===== config.mk =====
export PLATFORM = sky130hd
export DESIGN_NAME = arb_router
export DESIGN_NICKNAME = d
export VERILOG_FILES = /design/src/rtl/arb_router_pkg.sv /design/src/rtl/arb_role_decode.sv /design/src/rtl/arb_pick.sv /design/src/rtl/arb_line_drive.sv /design/src/rtl/arb_router.sv
export SDC_FILE = /design/constraint.sdc
export NUM_CORES = 1
export LEC_CHECK = 0
export ABC_CLOCK_PERIOD_IN_PS = 1700
export BUFFER_PORTS_ARGS = -buffer_cell sky130_fd_sc_hd__buf_2
export CAP_MARGIN = 20
export CORE_AREA = 3 3 40 42
export DETAILED_ROUTE_END_ITERATION = 8
export DIE_AREA = 0 0 43 45
export GPL_ROUTABILITY_DRIVEN = 0
export GPL_TIMING_DRIVEN = 0
export PLACE_DENSITY = 0.79
export SLEW_MARGIN = 20
export SYNTH_ARGS = -nofsm -noshare
export SYNTH_HDL_FRONTEND = slang
export SYNTH_SLANG_ARGS = --single-unit

===== constraint.sdc =====
create_clock -name clk_i -period 1.7 [get_ports clk_i]
set_input_delay 0.17 -clock clk_i [delete_from_list [all_inputs] [get_ports clk_i]]
set_output_delay 0.17 -clock clk_i [all_outputs]
set_load 0.02 [all_outputs]

===== src/rtl/arb_router_pkg.sv =====
package arb_router_pkg;
  localparam logic [1:0] ROLE_OFF    = 2'b00;
  localparam logic [1:0] ROLE_CHILD  = 2'b01;
  localparam logic [1:0] ROLE_PARENT = 2'b10;

  typedef enum logic [1:0] {
    LINE_IDLE   = 2'b00,
    LINE_PREFIX = 2'b01,
    LINE_REQ    = 2'b10
  } line_code_e;
endpackage


===== src/rtl/arb_role_decode.sv =====
module arb_role_decode
  import arb_router_pkg::*;
#(
  parameter int NPORTS = 4
) (
  input  logic [NPORTS-1:0][1:0] role_i,
  output logic [NPORTS-1:0]      child_o,
  output logic [NPORTS-1:0]      parent_o,
  output logic [NPORTS-1:0]      active_o,
  output logic                   isolated_o
);
  for (genvar i = 0; i < NPORTS; i++) begin : g_port
    assign child_o[i]  = (role_i[i] == ROLE_CHILD);
    assign parent_o[i] = (role_i[i] == ROLE_PARENT);
    assign active_o[i] = child_o[i] | parent_o[i];
  end
  assign isolated_o = ~|active_o;
endmodule


===== src/rtl/arb_pick.sv =====
module arb_pick #(
  parameter int NREQ = 5
) (
  input  logic            clk_i,
  input  logic            rst_ni,
  input  logic [NREQ-1:0] req_i,
  output logic [NREQ-1:0] win_o
);
  logic [NREQ-1:0] win_q, win_d, lowest;
  logic            hold;

  // isolate lowest set bit
  assign lowest = req_i & (~req_i + NREQ'(1));
  assign hold   = |(win_q & req_i);
  assign win_d  = hold ? win_q : lowest;

  always_ff @(posedge clk_i or negedge rst_ni) begin
    if (!rst_ni) win_q <= '0;
    else         win_q <= win_d;
  end

  assign win_o = win_q;
endmodule


===== src/rtl/arb_line_drive.sv =====
module arb_line_drive
  import arb_router_pkg::*;
#(
  parameter int NPORTS = 4
) (
  input  logic [NPORTS-1:0]      active_i,
  input  logic [NPORTS-1:0]      parent_i,
  input  logic [NPORTS-1:0]      win_port_i,
  input  logic                   any_win_i,
  input  logic                   fwd_i,
  output logic [NPORTS-1:0][1:0] line_o
);
  for (genvar i = 0; i < NPORTS; i++) begin : g_line
    always_comb begin
      if (!active_i[i] || !any_win_i || win_port_i[i]) line_o[i] = LINE_IDLE;
      else if (fwd_i && parent_i[i])                   line_o[i] = LINE_REQ;
      else                                              line_o[i] = LINE_PREFIX;
    end
  end
endmodule


===== src/rtl/arb_router.sv =====
module arb_router
  import arb_router_pkg::*;
#(
  parameter int NPORTS = 4
) (
  input  logic                   clk_i,
  input  logic                   rst_ni,
  input  logic                   is_root_i,
  input  logic [NPORTS-1:0][1:0] port_role_i,
  input  logic                   link_req_i,
  input  logic [NPORTS-1:0]      port_req_i,
  output logic [NPORTS:0]        grant_o,
  output logic                   fwd_o,
  output logic [NPORTS-1:0][1:0] line_o
);
  localparam int NREQ = NPORTS + 1;

  logic [NPORTS-1:0] child, parent, active;
  logic              isolated, local_mode, any_win;
  logic [NREQ-1:0]   req, win;

  arb_role_decode #(.NPORTS(NPORTS)) u_dec (
    .role_i     (port_role_i),
    .child_o    (child),
    .parent_o   (parent),
    .active_o   (active),
    .isolated_o (isolated)
  );

  assign req = {link_req_i, port_req_i & child};

  arb_pick #(.NREQ(NREQ)) u_pick (
    .clk_i  (clk_i),
    .rst_ni (rst_ni),
    .req_i  (req),
    .win_o  (win)
  );

  assign any_win    = |win;
  assign local_mode = is_root_i | isolated;
  assign fwd_o      = any_win & ~local_mode;
  assign grant_o    = local_mode ? win : '0;

  arb_line_drive #(.NPORTS(NPORTS)) u_line (
    .active_i   (active),
    .parent_i   (parent),
    .win_port_i (win[NPORTS-1:0]),
    .any_win_i  (any_win),
    .fwd_i      (fwd_o),
    .line_o     (line_o)
  );
endmodule


==> flow_summary.ini <==
[yosys]
synthCells = 63
synth.distinct_cells = 22
async_reset_ff_share_pct = 100
synth_flop_cell = dfrtp_1
syn-mean-instance-area_um2 = 8.64
synthSimpleGateAreaFrac_pct = 24.6
yosysTopAreaCell = dfrtp_1
synthAdderAreaFrac_pct = 18.4
synth_compound_area_share_pct = 19.8
ys_top_cells_by_area = dfrtp_1 (23%), ha_1 (18%), a2111oi_0 (6.4%)
ys_seq_area_share_pct = 23.0
syn-cell-area_um2 = 544
synthesis.nets = 87
yosys_warnings = 0
yosysTopAreaCellShare_pct = 23.0
ys_ff_latch = 5
synthMuxAreaShare_pct = 8.05
synth_top_family_by_area = simple AND/OR/NAND/NOR gates
synth_edf_count = 0
synthXorXnorAreaFrac_pct = 0

[hold_path]
hold_class = in -> reg
hp-start = port_req_i[2]

[run_status]
failed_checks = setup timing
status = complete, but fails checks

[layout]
fin_util_pct = 66.8
final_layout_size_suffix_gt1_share_pct = 49.5
diodes = 0
fin_area_um2 = 858
fillCellCount = 107
syn_to_final_growth_pct = 57.7
fin_nets = 126
seqCellArea_um2 = 126
largest_register_ffs = 5
multi_input_area_um2 = 430

[detailed_routing]
drt-pass1-iter-count = 4
wl_per_cell_um = 15.0
drtAntennaViolNets = 0
routed_wl_um = 1740
via_per_inst = 5.65
vias = 655
drc_errors = 0
first_iter_violations = 12

[floorplan]
ios = 30
num_rows = 13
core_mm2 = 0.00128
die_w_um = 43
die_area_mm2 = 0.00194
initial_utilization_pct = 42.4
dieHeight_um = 45

[sta]
fmax_mhz = 537
timing.slew.headroom_pct = 72.8
rsz0062_at_grt = yes
drv_slew = 0
fin_ws_ns = -0.163
worstMarginPinSlew_ns = 0.408
setup_viol = 9
tns_ns = -1.20
finalHoldViolCount = 0
period_needed_ns = 1.86
fin_skew_ns = 0.0117
fin_crit_sh_pct = 110

[setup_path]
cp-start-kind = flip-flop
crit_arrival_ns = 1.69
rrSetupSlack_ns = 0.10
cp-startpoint = u_pick.win_o[3]$_DFFE_PN0N_
crit_path_end_kind = output pin
reg2reg_to = u_pick.win_o[1]$_DFFE_PN0N_
critical_path.endpoint = line_o[0]
cp_data_required_time_ns = 1.53
reg2reg_depth = 4
regToRegStartpoint = u_pick.win_o[3]$_DFFE_PN0N_
worstPathMaxFanout = 4
crit_type = reg -> out

[power]
p_sw_share_pct = 38.2
total_power_mw = 0.580
peakVddDrop_uv = 577
p_int_mw = 0.359
p_leak_nw = 0.456
clkPwrFrac_pct = 24.2
comb_power_share_pct = 51.1
p_per_area_mw_per_mm2 = 676
power_switching_mw = 0.222
power_frac_seq_pct = 24.7

[place]
place_area_um2 = 713
port_buffers = 29
dp_hpwl_um = 1170

[clocking]
cts_sinks = 5
clockBufferDepth = 2
htree_levels = 1
clockRootBuffer = clkbuf_4
cts_tree = done
cts_buffers = 3
clkTransAtPathRegs_ns = 0.05
clk_latency_ns = 0.25

[global_routing]
grt_pass1_wl_um = 2620
grt_pass1_vias = 623
gr-total-overflow = 0
antenna_found_initial = 0
grt_max_degree = 7
grt.total_usage_pct = 18.1

[run]
drv_cap = 0
[per-stage QoR]
step	hold slack, ns	cells	worst slack [ns]
3_3_place_gp	-0.0112	107	-0.168
6_report	0.255	116	-0.163
3_5_place_dp	-0.0115	107	-0.198
4_1_cts	0.235	116	-0.159
5_1_grt	0.239	116	-0.210
2_1_floorplan	-0.126	63	-0.172
[cells by family (layout without fill, tap and decap cells)]
logic type               Yosys count  count (layout)
AND/OR/NAND/NOR                   25              25
AO/OA/AOI/OAI                     12              12
flip-flops                         5               5
multiplexers                       4               4
adder cells (fa/ha/maj)            8               8
buffers and inverters              9              47
[cells in the mapped netlist, types with 2 or more instances]
master     count
and2_1         3
a2111oi_0      4
and3_1         5
nor2_1         6
ha_1           8
nand2_1        4
dfrtp_1        5
mux2_2         3
a41oi_1        2
inv_1          9
nand3_1        3
[what timing repair did]
| item | CTS | global route |
|---|---|---|
| hold buffers | 1 | 0 |
| buffers inserted | 4 | 0 |
| pin swaps | 6 | 1 |
| setup endpoints to repair | 9 | 9 |
| endpoints found under the hold margin | 5 | 0 |
| gates resized for setup | 16 | 5 |
[layout make-up]
cell class / instances / area share [%]
clock buffer: 4 / 3.06
inverter: 9 / 3.94
multi-input combinational: 49 / 50.1
sequential: 5 / 14.7
tap: 15 / 2.19
timing repair buffer: 34 / 25.9
[worst min-delay path by stage]
| stage | cells past startpoint | slack [ns] | end |
|---|---|---|---|
| after detailed placement | 1 | -0.01 | u_pick.win_o[1]$_DFFE_PN0N_ |
| after floorplan | 0 | -0.13 | u_pick.win_o[0]$_DFFE_PN0N_ |
| after CTS | 3 | 0.24 | u_pick.win_o[2]$_DFFE_PN0N_ |
| after global placement | 1 | -0.01 | u_pick.win_o[1]$_DFFE_PN0N_ |
| after global routing | 3 | 0.24 | u_pick.win_o[2]$_DFFE_PN0N_ |
| final | 3 | 0.25 | u_pick.win_o[2]$_DFFE_PN0N_ |
[power by group through the flow]
stage          Clock (mW)  Sequential (mW)  Combinational, mW
2_1_floorplan           0            0.145              0.154
3_3_place_gp            0            0.150              0.223
3_5_place_dp            0            0.150              0.226
4_1_cts             0.148            0.142              0.273
5_1_grt             0.154            0.145              0.318
6_report            0.141            0.143              0.296
[worst max-delay path, stage by stage, from the launching register on]
cell       delay [ns]
dfrtp_1          0.37
or4_4            0.55
buf_6            0.14
nor2_4           0.12
a2111oi_1        0.08
buf_2            0.18
[cell usage in the layout (no fill, tap or decap), drive strengths merged, types with 2 or more instances in the layout]
master	instances
and2	4
buf	33
nor2	6
nand2	4
dfrtp	5
and3	5
mux2	3
ha	8
clkbuf	4
inv	9
nand3	3
a41oi	2
a2111oi	4
[per-layer routing]
| metal | GRT usage [%] | vias up | wire, um |
|---|---|---|---|
| li1 | - | 310 | - |
| met1 | 19.8 | 311 | 645 |
| met2 | 32.6 | 32 | 968 |
| met3 | 5.18 | 2 | 106 |
| met4 | 7.83 | 0 | 14 |
| met5 | 0 | - | 0 |
No activity file was read; power rests on OpenSTA's default activity.
